File: config.mk
export PLATFORM = sky130hd
export DESIGN_NAME = flush_insn_decoder
export DESIGN_NICKNAME = d
export VERILOG_FILES = /design/src/rtl/flush_dec_pkg.sv /design/src/rtl/flush_dec_datapath.sv /design/src/rtl/flush_dec_control.sv /design/src/rtl/flush_insn_decoder.sv
export SDC_FILE = /design/constraint.sdc
export NUM_CORES = 1
export LEC_CHECK = 0
export BUFFER_PORTS_ARGS = -buffer_cell sky130_fd_sc_hd__buf_2
export CORE_ASPECT_RATIO = 1.2
export CORE_UTILIZATION = 47
export CTS_CLUSTER_DIAMETER = 30
export CTS_CLUSTER_SIZE = 40
export DETAILED_ROUTE_END_ITERATION = 8
export PLACE_DENSITY = 0.85
export SYNTH_ARGS = -nofsm -noshare
export SYNTH_HDL_FRONTEND = slang
export SYNTH_SLANG_ARGS = --single-unit
File: constraint.sdc
create_clock -name clk -period 4.8 [get_ports clk]
set_clock_uncertainty 0.15 [all_clocks]
set_input_delay 1.44 -clock clk [delete_from_list [all_inputs] [get_ports clk]]
set_output_delay 1.44 -clock clk [all_outputs]
set_load 0.01 [all_outputs]
File: src/rtl/flush_dec_pkg.sv
package flush_dec_pkg;

  typedef enum logic [1:0] {
    MODE_REAL = 2'd0,
    MODE_V86  = 2'd1,
    MODE_PROT = 2'd2,
    MODE_LONG = 2'd3
  } execMode_t;

  typedef enum logic [2:0] {
    FK_NONE = 3'd0,
    FK_UD   = 3'd1,
    FK_GP   = 3'd2,
    FK_SS   = 3'd3,
    FK_PF   = 3'd4
  } faultKind_t;

  localparam logic [7:0] OPC_ESCAPE = 8'h0F;
  localparam logic [7:0] OPC_GROUP  = 8'hAE;
  localparam logic [2:0] REG_FLUSH  = 3'd7;
  localparam logic [1:0] MOD_REG    = 2'b11;
  localparam logic [2:0] SEG_STACK  = 3'd2;

  localparam logic [7:0] VEC_UD = 8'd6;
  localparam logic [7:0] VEC_SS = 8'd12;
  localparam logic [7:0] VEC_GP = 8'd13;
  localparam logic [7:0] VEC_PF = 8'd14;

  typedef struct packed {
    logic       takeFlush;
    logic       takeFault;
    faultKind_t kind;
  } ctlStrobe_t;

  function automatic logic [7:0] vectorOf(faultKind_t k);
    case (k)
      FK_UD:   return VEC_UD;
      FK_GP:   return VEC_GP;
      FK_SS:   return VEC_SS;
      FK_PF:   return VEC_PF;
      default: return 8'd0;
    endcase
  endfunction

endpackage

File: src/rtl/flush_dec_datapath.sv
module flush_dec_datapath
  import flush_dec_pkg::*;
#(
  parameter int ADDR_W    = 64,
  parameter int VA_BITS   = 48,
  parameter int REAL_BITS = 16
) (
  input  logic              clk,
  input  logic              rstN,
  input  logic [ADDR_W-1:0] effAddr,
  input  execMode_t         execMode,
  input  logic [2:0]        segId,
  input  logic              segLimitFault,
  input  logic              segReadable,
  input  logic              segExecOnly,
  input  ctlStrobe_t        ctl,
  output logic              addrFault,
  output logic              addrFaultStack,
  output logic              flushValid,
  output logic [ADDR_W-1:0] flushAddr,
  output logic              faultValid,
  output faultKind_t        faultKind,
  output logic [7:0]        faultVector
);

  localparam int UPPER_LSB = VA_BITS - 1;

  logic realOutside;
  logic nonCanonical;
  logic protViolation;
  logic stackSeg;

  generate
    if (REAL_BITS < ADDR_W) begin : gRealChk
      assign realOutside = |effAddr[ADDR_W-1:REAL_BITS];
    end else begin : gRealNone
      assign realOutside = 1'b0;
    end
  endgenerate

  generate
    if (VA_BITS < ADDR_W) begin : gCanonChk
      logic [ADDR_W-1-UPPER_LSB:0] upperBits;
      assign upperBits    = effAddr[ADDR_W-1:UPPER_LSB];
      assign nonCanonical = !((&upperBits) || !(|upperBits));
    end else begin : gCanonNone
      assign nonCanonical = 1'b0;
    end
  endgenerate

  // Execute-only segments are accepted; other unreadable segments fault.
  assign protViolation = segLimitFault || (!segReadable && !segExecOnly);
  assign stackSeg      = (segId == SEG_STACK);

  always_comb begin
    addrFault      = 1'b0;
    addrFaultStack = 1'b0;
    case (execMode)
      MODE_REAL, MODE_V86: begin
        addrFault = realOutside;
      end
      MODE_PROT: begin
        addrFault      = protViolation;
        addrFaultStack = protViolation && stackSeg;
      end
      MODE_LONG: begin
        addrFault      = nonCanonical;
        addrFaultStack = nonCanonical && stackSeg;
      end
      default: begin
        addrFault = 1'b0;
      end
    endcase
  end

  always_ff @(posedge clk) begin
    if (!rstN) begin
      flushValid  <= 1'b0;
      flushAddr   <= '0;
      faultValid  <= 1'b0;
      faultKind   <= FK_NONE;
      faultVector <= 8'd0;
    end else begin
      flushValid <= ctl.takeFlush;
      faultValid <= ctl.takeFault;
      if (ctl.takeFlush) begin
        flushAddr <= effAddr;
      end
      if (ctl.takeFault) begin
        faultKind   <= ctl.kind;
        faultVector <= vectorOf(ctl.kind);
      end else begin
        faultKind   <= FK_NONE;
        faultVector <= 8'd0;
      end
    end
  end

endmodule

File: src/rtl/flush_dec_control.sv
module flush_dec_control
  import flush_dec_pkg::*;
(
  input  logic       inValid,
  input  logic       pfxOpSize,
  input  logic       pfxLock,
  input  logic       pfxRepz,
  input  logic       pfxRepnz,
  input  logic [7:0] opByte0,
  input  logic [7:0] opByte1,
  input  logic [4:0] modrmHi,
  input  execMode_t  execMode,
  input  logic       featEn,
  input  logic       addrFault,
  input  logic       addrFaultStack,
  input  logic       pageFault,
  output ctlStrobe_t ctl
);

  logic claimed;
  logic undefHit;
  logic pageHit;

  assign claimed = pfxOpSize
                && (opByte0 == OPC_ESCAPE)
                && (opByte1 == OPC_GROUP)
                && (modrmHi[2:0] == REG_FLUSH)
                && (modrmHi[4:3] != MOD_REG);

  assign undefHit = !featEn || pfxLock || pfxRepz || pfxRepnz;
  assign pageHit  = pageFault && (execMode != MODE_REAL);

  always_comb begin
    ctl = '{takeFlush: 1'b0, takeFault: 1'b0, kind: FK_NONE};
    if (inValid && claimed) begin
      if (undefHit) begin
        ctl.takeFault = 1'b1;
        ctl.kind      = FK_UD;
      end else if (addrFault) begin
        ctl.takeFault = 1'b1;
        ctl.kind      = addrFaultStack ? FK_SS : FK_GP;
      end else if (pageHit) begin
        ctl.takeFault = 1'b1;
        ctl.kind      = FK_PF;
      end else begin
        ctl.takeFlush = 1'b1;
      end
    end
  end

endmodule

File: src/rtl/flush_insn_decoder.sv
module flush_insn_decoder
  import flush_dec_pkg::*;
#(
  parameter int ADDR_W  = 64,
  parameter int VA_BITS = 48
) (
  input  logic              clk,
  input  logic              rstN,
  input  logic              inValid,
  input  logic              pfxOpSize,
  input  logic              pfxLock,
  input  logic              pfxRepz,
  input  logic              pfxRepnz,
  input  logic [7:0]        opByte0,
  input  logic [7:0]        opByte1,
  input  logic [7:0]        modrm,
  input  logic [1:0]        execMode,
  input  logic              featEn,
  input  logic [ADDR_W-1:0] effAddr,
  input  logic [2:0]        segId,
  input  logic              segLimitFault,
  input  logic              segReadable,
  input  logic              segExecOnly,
  input  logic              pageFault,
  output logic              flushValid,
  output logic [ADDR_W-1:0] flushAddr,
  output logic              faultValid,
  output logic [2:0]        faultKind,
  output logic [7:0]        faultVector
);

  execMode_t  modeT;
  ctlStrobe_t ctl;
  faultKind_t kindT;
  logic       addrFault;
  logic       addrFaultStack;

  assign modeT     = execMode_t'(execMode);
  assign faultKind = kindT;

  flush_dec_control ctrl_i (
    .inValid        (inValid),
    .pfxOpSize      (pfxOpSize),
    .pfxLock        (pfxLock),
    .pfxRepz        (pfxRepz),
    .pfxRepnz       (pfxRepnz),
    .opByte0        (opByte0),
    .opByte1        (opByte1),
    .modrmHi        (modrm[7:3]),
    .execMode       (modeT),
    .featEn         (featEn),
    .addrFault      (addrFault),
    .addrFaultStack (addrFaultStack),
    .pageFault      (pageFault),
    .ctl            (ctl)
  );

  flush_dec_datapath #(
    .ADDR_W  (ADDR_W),
    .VA_BITS (VA_BITS)
  ) dp_i (
    .clk            (clk),
    .rstN           (rstN),
    .effAddr        (effAddr),
    .execMode       (modeT),
    .segId          (segId),
    .segLimitFault  (segLimitFault),
    .segReadable    (segReadable),
    .segExecOnly    (segExecOnly),
    .ctl            (ctl),
    .addrFault      (addrFault),
    .addrFaultStack (addrFaultStack),
    .flushValid     (flushValid),
    .flushAddr      (flushAddr),
    .faultValid     (faultValid),
    .faultKind      (kindT),
    .faultVector    (faultVector)
  );

endmodule

==> qor.csv, run 1 <==
stage,metric,value,unit
run_status,status,"complete, no violations",
power_and_ir_drop,PD cells,291,nW/µm²
clock_network,Worst-Skew Late Latency,340,ps
sta,Max Fclk,301,MHz
clock_network,clock sinks,73,
finish,NumNets Final,620,
yosys,syn avg cell area,9.19,µm²
placement,Setup WS pre-CTS,1070,ps
finish,Post-Layout Cell Count,605,
critical_path,CP max FO,32,
clock_network,CTS Hold Bufs,0,
drt,initial DRC count,79,
sta,Tightest Pin Transition,847,ps
finish,layout cells sized above 1,37.9,%
placement,area post-placement,4000,µm²
sta,post-layout min period,3320,ps
critical_path,Critical Path Start Type,input port,
clock_network,H-tree levels,3,
critical_path,Arrival @ worst endpoint,3440,ps
yosys,Yosys cell types,33,
sta,max_slew headroom,43.5,%
clock_network,Post-CTS Resized,0,
drt,remaining antenna violation count,0,
clock_network,CTS Buffer Depth,2,
finish,diode count,0,
drt,Vias/cell,5.00,
critical_path,"slowest stage delay, CP",450,ps
floorplan,Starting Density,49.1,%
critical_path,critical path cell sequence,buf_2 -> nor4_1 -> and4_1 -> a41o_1 -> o2111a_2 -> buf_4 -> mux2i_1,
sta,final hold violations,0,
drt,WL per Instance,13.1,µm
floorplan,Die Span X,77.4,µm
critical_path,Crit Path Category,input port to flip-flop,
clock_network,Post-CTS Setup Bufs,0,
yosys,simple-gate share of the synthesized area,24.1,%
floorplan,Die Area,7160,µm²
power_and_ir_drop,Peak VDD IR,170,µV
finish,Area Growth Syn to Fin,31.5,%
yosys,compound-cell area share of the yosys netlist,3.32,%
grt,pin count of the biggest net entering global routing,93,
yosys,Synthesis Warnings,0,
grt,antenna violations before repair,0,
sta,post-route setup slack,1480,ps
drt,Remaining DRCs,0,
grt,remaining global-route overflow,0,
yosys,Synth Flop Type,dfxtp_1,
yosys,"Async S/R FF share, synth",0,%
power_and_ir_drop,Lkg Pwr,1.96,nW
sta,unrepaired setup endpoints after global routing,false,
grt,GR Util All Layers,22.7,%
floorplan,Core Rows,32,
drt,DR vias,3023,
floorplan,top-level port count,182,
placement,dpl cells,589,
floorplan,DIE HEIGHT,92.5,µm
grt,vias in the first global route,2999,
placement,Placer Congestion,0.813,
sta,setup total negative slack,0,ps
yosys,largest family of logic cells by synthesized area,simple AND/OR/NAND/NOR gates,
sta,Finish-stage setup viols,0,
yosys,Post-Syn Area,3210,µm²
placement,post-DP HPWL,6.00,mm
yosys,register area share after synthesis,45.6,%
critical_path,WP data required,4910,ps
sta,period utilization,69.2,%
finish,final core utilization,64.6,%
drt,detailed-route wire length,7.91,mm
min_path,Tightest Hold Check Type,flip-flop to flip-flop,
grt,global-route wire length before repair,12.8,mm
floorplan,Core Box Area,6530,µm²
clock_network,"Clk pin slew, worst setup/hold paths",80,ps
critical_path,CP max-delay cell,buf_4,
placement,# port buffers,174,
yosys,post-synthesis xor/xnor area fraction,0,%
clock_network,CTS root buf,clkbuf_8,
finish,final instance area,4220,µm²
finish,most frequent cells in the layout,"173 x buf_2, 132 x nand2_1, 73 x dfxtp_1, 64 x mux2i_1, 11 x nor4_1",
yosys,mux share of post-synthesis cell area,20.0,%
clock_network,Num CTS Buffers,9,
yosys,Yosys reg bits,73,
job,Max Cap Viol,0,
critical_path,Setup crit end kind,flip-flop,
finish,"most common cell after layout, fill and taps aside",buf_2,
yosys,post-synthesis adder-cell area fraction,0,%
yosys,Post-synth EDFFs,0,
clock_network,CTS tree,done,
sta,Final Max Tran Viols,0,
drt,DR pass1 iterations,4,
yosys,Post-Synthesis Cells,349,
[through the flow]
stage,total power [mW],hold WS [ps]
final,1.23,304
after global routing,1.28,322
after CTS,1.24,308
after detailed placement,0.712,295
after global placement,0.709,289
after floorplan,0.659,329
[path summary, 6_finish.rpt]
path,start,endpoint,slack [ps],depth (start not counted)
hold / removal,dp_i.flushAddr[52]$_SDFFE_PN0P_,dp_i.flushAddr[52]$_SDFFE_PN0P_,300,2
hold reg to reg,dp_i.flushAddr[52]$_SDFFE_PN0P_,dp_i.flushAddr[52]$_SDFFE_PN0P_,300,2
setup / recovery,effAddr[44],dp_i.flushAddr[8]$_SDFFE_PN0P_,1480,7
setup reg to reg,dp_i.flushAddr[8]$_SDFFE_PN0P_,dp_i.flushAddr[8]$_SDFFE_PN0P_,3990,2
[power breakdown]
group	internal [mW]	switching (mW)	total [mW]
Clock	0.306	0.222	0.529
Combinational	0.0423	0.0507	0.0931
Sequential	0.605	0.00000000476	0.605
Total	0.954	0.273	1.23
[synth_stat cells, types with 2 or more instances]
library cell | n | area [µm²]
nor3_1 | 3 | 15.0
a31oi_1 | 2 | 12.5
nor2_1 | 6 | 22.5
and4_1 | 4 | 35.0
clkbuf_1 | 14 | 52.6
mux2i_1 | 64 | 641
nand3_1 | 2 | 10.0
o21a_1 | 2 | 15.0
a21oi_1 | 2 | 10.0
dfxtp_1 | 73 | 1460
buf_4 | 4 | 30.0
nor4_1 | 11 | 68.8
nand4_1 | 5 | 31.3
buf_12 | 7 | 140
nand2_1 | 132 | 495
[registers in the layout, indices dropped and copies added (netlist names)]
| register | count |
|---|---|
| dp_i.faultKind | 3 |
| dp_i.faultValid | 1 |
| dp_i.faultVector | 4 |
| dp_i.flushAddr | 64 |
| dp_i.flushValid | 1 |
[routing by layer]
layer,up-vias,GRT usage [%],share of wire (%),wire length (µm)
met1,1383,23.6,40,3200
met4,0,8.02,1.2,98
li1,1510,-,-,-
met2,122,43.7,52,4100
met3,8,5.52,6.5,515
met5,-,0,0,0
[critical path, delay by kind of cell]
kind | cells | cell delay, ps
AOI/OAI and AO/OA | 2 | 440
buffers and inverters | 2 | 560
muxes | 1 | 280
and+or+nand+nor | 2 | 680
[kinds of logic after synthesis]
family | count (synthesis)
buffers and inverters | 25
multiplexers | 64
AND/OR/NAND/NOR | 172
flip-flops | 73
other | 1
AO/OA/AOI/OAI | 14
[final cells by class]
cell class              count  area [µm²]
clock buffers              11         141
clock inverters             5        78.8
fillers                   575        2310
multi-input cells         254        1530
flip-flops and latches     73        1460
well taps                  85         106
repair buffers            177         896
Note: power is estimated with default switching activity, not from simulation.
==> inputs of run 2 (changes only) <==
- CORE_UTILIZATION: 47 -> 40
- PLACE_DENSITY: 0.85 -> 0.77
- clock period: 4.8 -> 2.9 ns (I/O delays scaled with it)
==> run 2 against run 1 <==
Power up 71%. Hold slack got worse by 2.5 ps. Combinational power up 71%. Cell count rose by 1.8%. First-iteration DRC count rose by 52%. Sequential share of layout area down 0.68 points. Sequential cell count unchanged. Via count rose by 0.93%. Utilization down 8.8 points. Count of clock-buffer cells in the layout shrank 1. Largest power group unchanged. Highest routed layer unchanged.
==> qor.csv, run 2 (synthesis results as in run 1) <==
stage,metric,value,unit
critical_path,Crit Path Category,input port to flip-flop,
critical_path,FF-to-FF Start,dp_i.flushAddr[25]$_SDFFE_PN0P_,
sta,unrepaired setup endpoints after global routing,false,
finish,Post-Layout Cell Count,616,
placement,post-DP HPWL,6.28,mm
floorplan,top-level port count,182,
critical_path,CP Capture Point,dp_i.flushAddr[45]$_SDFFE_PN0P_,
finish,most frequent cells in the layout,"173 x buf_2, 132 x nand2_1, 73 x dfxtp_1, 64 x mux2i_1, 11 x nor4_1",
finish,biggest regs,"dp_i.flushAddr: 64 flops, dp_i.faultVector: 4 flops, dp_i.faultKind: 3 flops",
floorplan,DIE HEIGHT,100,µm
clock_network,Post-CTS Resized,0,
min_path,hold path cells,2,
critical_path,reg2reg setup slack,2120,ps
critical_path,Critical Path Start Type,input port,
drt,DR vias,3051,
power_and_ir_drop,Peak VDD IR,251,µV
sta,setup total negative slack,0,ps
grt,vias in the first global route,2870,
finish,layout cells sized above 1,38.4,%
drt,WL per Instance,13.4,µm
clock_network,CTS Hold Bufs,0,
floorplan,Die Span X,83.7,µm
critical_path,reg2reg path depth,2,
run_status,status,"complete, no violations",
floorplan,Core Rows,35,
drt,Vias/cell,4.95,
critical_path,Arrival @ worst endpoint,2660,ps
floorplan,Starting Density,41.6,%
power_and_ir_drop,PD cells,487,nW/µm²
power_and_ir_drop,PnR Total Power,2.10,mW
sta,Hold Slack,302,ps
grt,global-route wire length before repair,13.0,mm
finish,register with the most flip-flops,dp_i.flushAddr,
grt,GR Util All Layers,19.6,%
clock_network,CTS root buf,clkbuf_8,
clock_network,H-tree levels,3,
min_path,Tightest Hold Check Type,flip-flop to flip-flop,
grt,antenna violations before repair,1,
floorplan,Core Box Area,7710,µm²
drt,Remaining DRCs,0,
clock_network,clock sinks,73,
sta,final hold violations,0,
drt,DR pass1 iterations,4,
sta,max_slew headroom,58.0,%
placement,# port buffers,174,
clock_network,"Clk pin slew, worst setup/hold paths",70,ps
sta,period utilization,87.9,%
critical_path,Reg-to-Reg End,dp_i.flushAddr[25]$_SDFFE_PN0P_,
grt,pin count of the biggest net entering global routing,57,
clock_network,CTS tree,done,
sta,post-layout min period,2550,ps
sta,Finish-stage setup viols,0,
sta,Final Max Tran Viols,0,
critical_path,Setup crit end kind,flip-flop,
grt,remaining global-route overflow,0,
finish,Area Growth Syn to Fin,34.1,%
floorplan,Die Area,8380,µm²
critical_path,CP max FO,34,
clock_network,Worst-Skew Late Latency,340,ps
finish,max FFs per register,64,
power_and_ir_drop,Lkg Pwr,1.99,nW
sta,Tightest Pin Transition,622,ps
critical_path,WP data required,3010,ps
clock_network,CTS Buffer Depth,2,
drt,remaining antenna violation count,0,
critical_path,crit path from,effAddr[44],
clock_network,Post-CTS Setup Bufs,0,
job,Max Cap Viol,0,
placement,dpl cells,599,
drt,initial DRC count,120,
clock_network,Num CTS Buffers,9,
sta,post-route setup slack,350,ps
sta,Max Fclk,392,MHz
placement,Setup WS pre-CTS,-59.2,ps
placement,Placer Congestion,0.784,
drt,detailed-route wire length,8.23,mm
finish,NumNets Final,623,
finish,"most common cell after layout, fill and taps aside",buf_2,
run 2: cell types whose count changed in the layout (fill, tap and decap cells not counted):
cell,previous run,this run
diode_2,0,1
buf_12,0,3
clkinv_4,1,0
clkbuf_1,1,0
clkinv_2,2,0
inv_6,0,4
run 2: worst min path at each step:
stage | startpoint | endpoint | slack (ps)
floorplan | dp_i.flushAddr[0]$_SDFFE_PN0P_ | dp_i.flushAddr[0]$_SDFFE_PN0P_ | 330
global placement | dp_i.flushAddr[60]$_SDFFE_PN0P_ | dp_i.flushAddr[60]$_SDFFE_PN0P_ | 290
detailed placement | dp_i.flushAddr[40]$_SDFFE_PN0P_ | dp_i.flushAddr[40]$_SDFFE_PN0P_ | 290
CTS | dp_i.flushAddr[33]$_SDFFE_PN0P_ | dp_i.flushAddr[33]$_SDFFE_PN0P_ | 310
global route | dp_i.flushAddr[62]$_SDFFE_PN0P_ | dp_i.flushAddr[62]$_SDFFE_PN0P_ | 330
finish | dp_i.flushAddr[33]$_SDFFE_PN0P_ | dp_i.flushAddr[33]$_SDFFE_PN0P_ | 300
run 2: worst max-delay path: stages:
cell	delay (ps)
buf_2	100
nor4_1	390
and4_1	300
a41o_1	210
o2111a_2	280
buf_12	260
mux2i_1	220
run 2: layout make-up:
type / count / area [µm²]
well taps: 92 / 115
clock inverters: 6 / 95.1
flip-flops and latches: 73 / 1460
multi-input cells: 254 / 1530
diodes: 1 / 2.50
fillers: 735 / 3410
repair buffers: 180 / 956
clock buffers: 10 / 138
run 2: per-layer routing:
metal / up-vias / GRT usage [%] / routed length [µm]
met3: 17 / 5.02 / 570
met2: 142 / 35.5 / 4170
li1: 1519 / - / -
met5: - / 0 / 0
met1: 1373 / 20.7 / 3270
met4: 0 / 11.3 / 221
run 2: per-stage QoR:
| step | util [%] | cell area [µm²] |
|---|---|---|
| 5_1_grt | 55.8 | 4300 |
| 2_1_floorplan | - | 3220 |
| 6_report | 55.8 | 4300 |
| 3_3_place_gp | 52.8 | 4070 |
| 4_1_cts | 55.8 | 4300 |
| 3_5_place_dp | 52.8 | 4070 |
run 2: report_power, final:
part           internal, mW  leakage [nW]  switching, mW
Sequential             1.00         0.588  0.00000000676
Clock                 0.521         0.118          0.415
Combinational        0.0736          1.28         0.0857
Total                  1.60          1.99          0.501
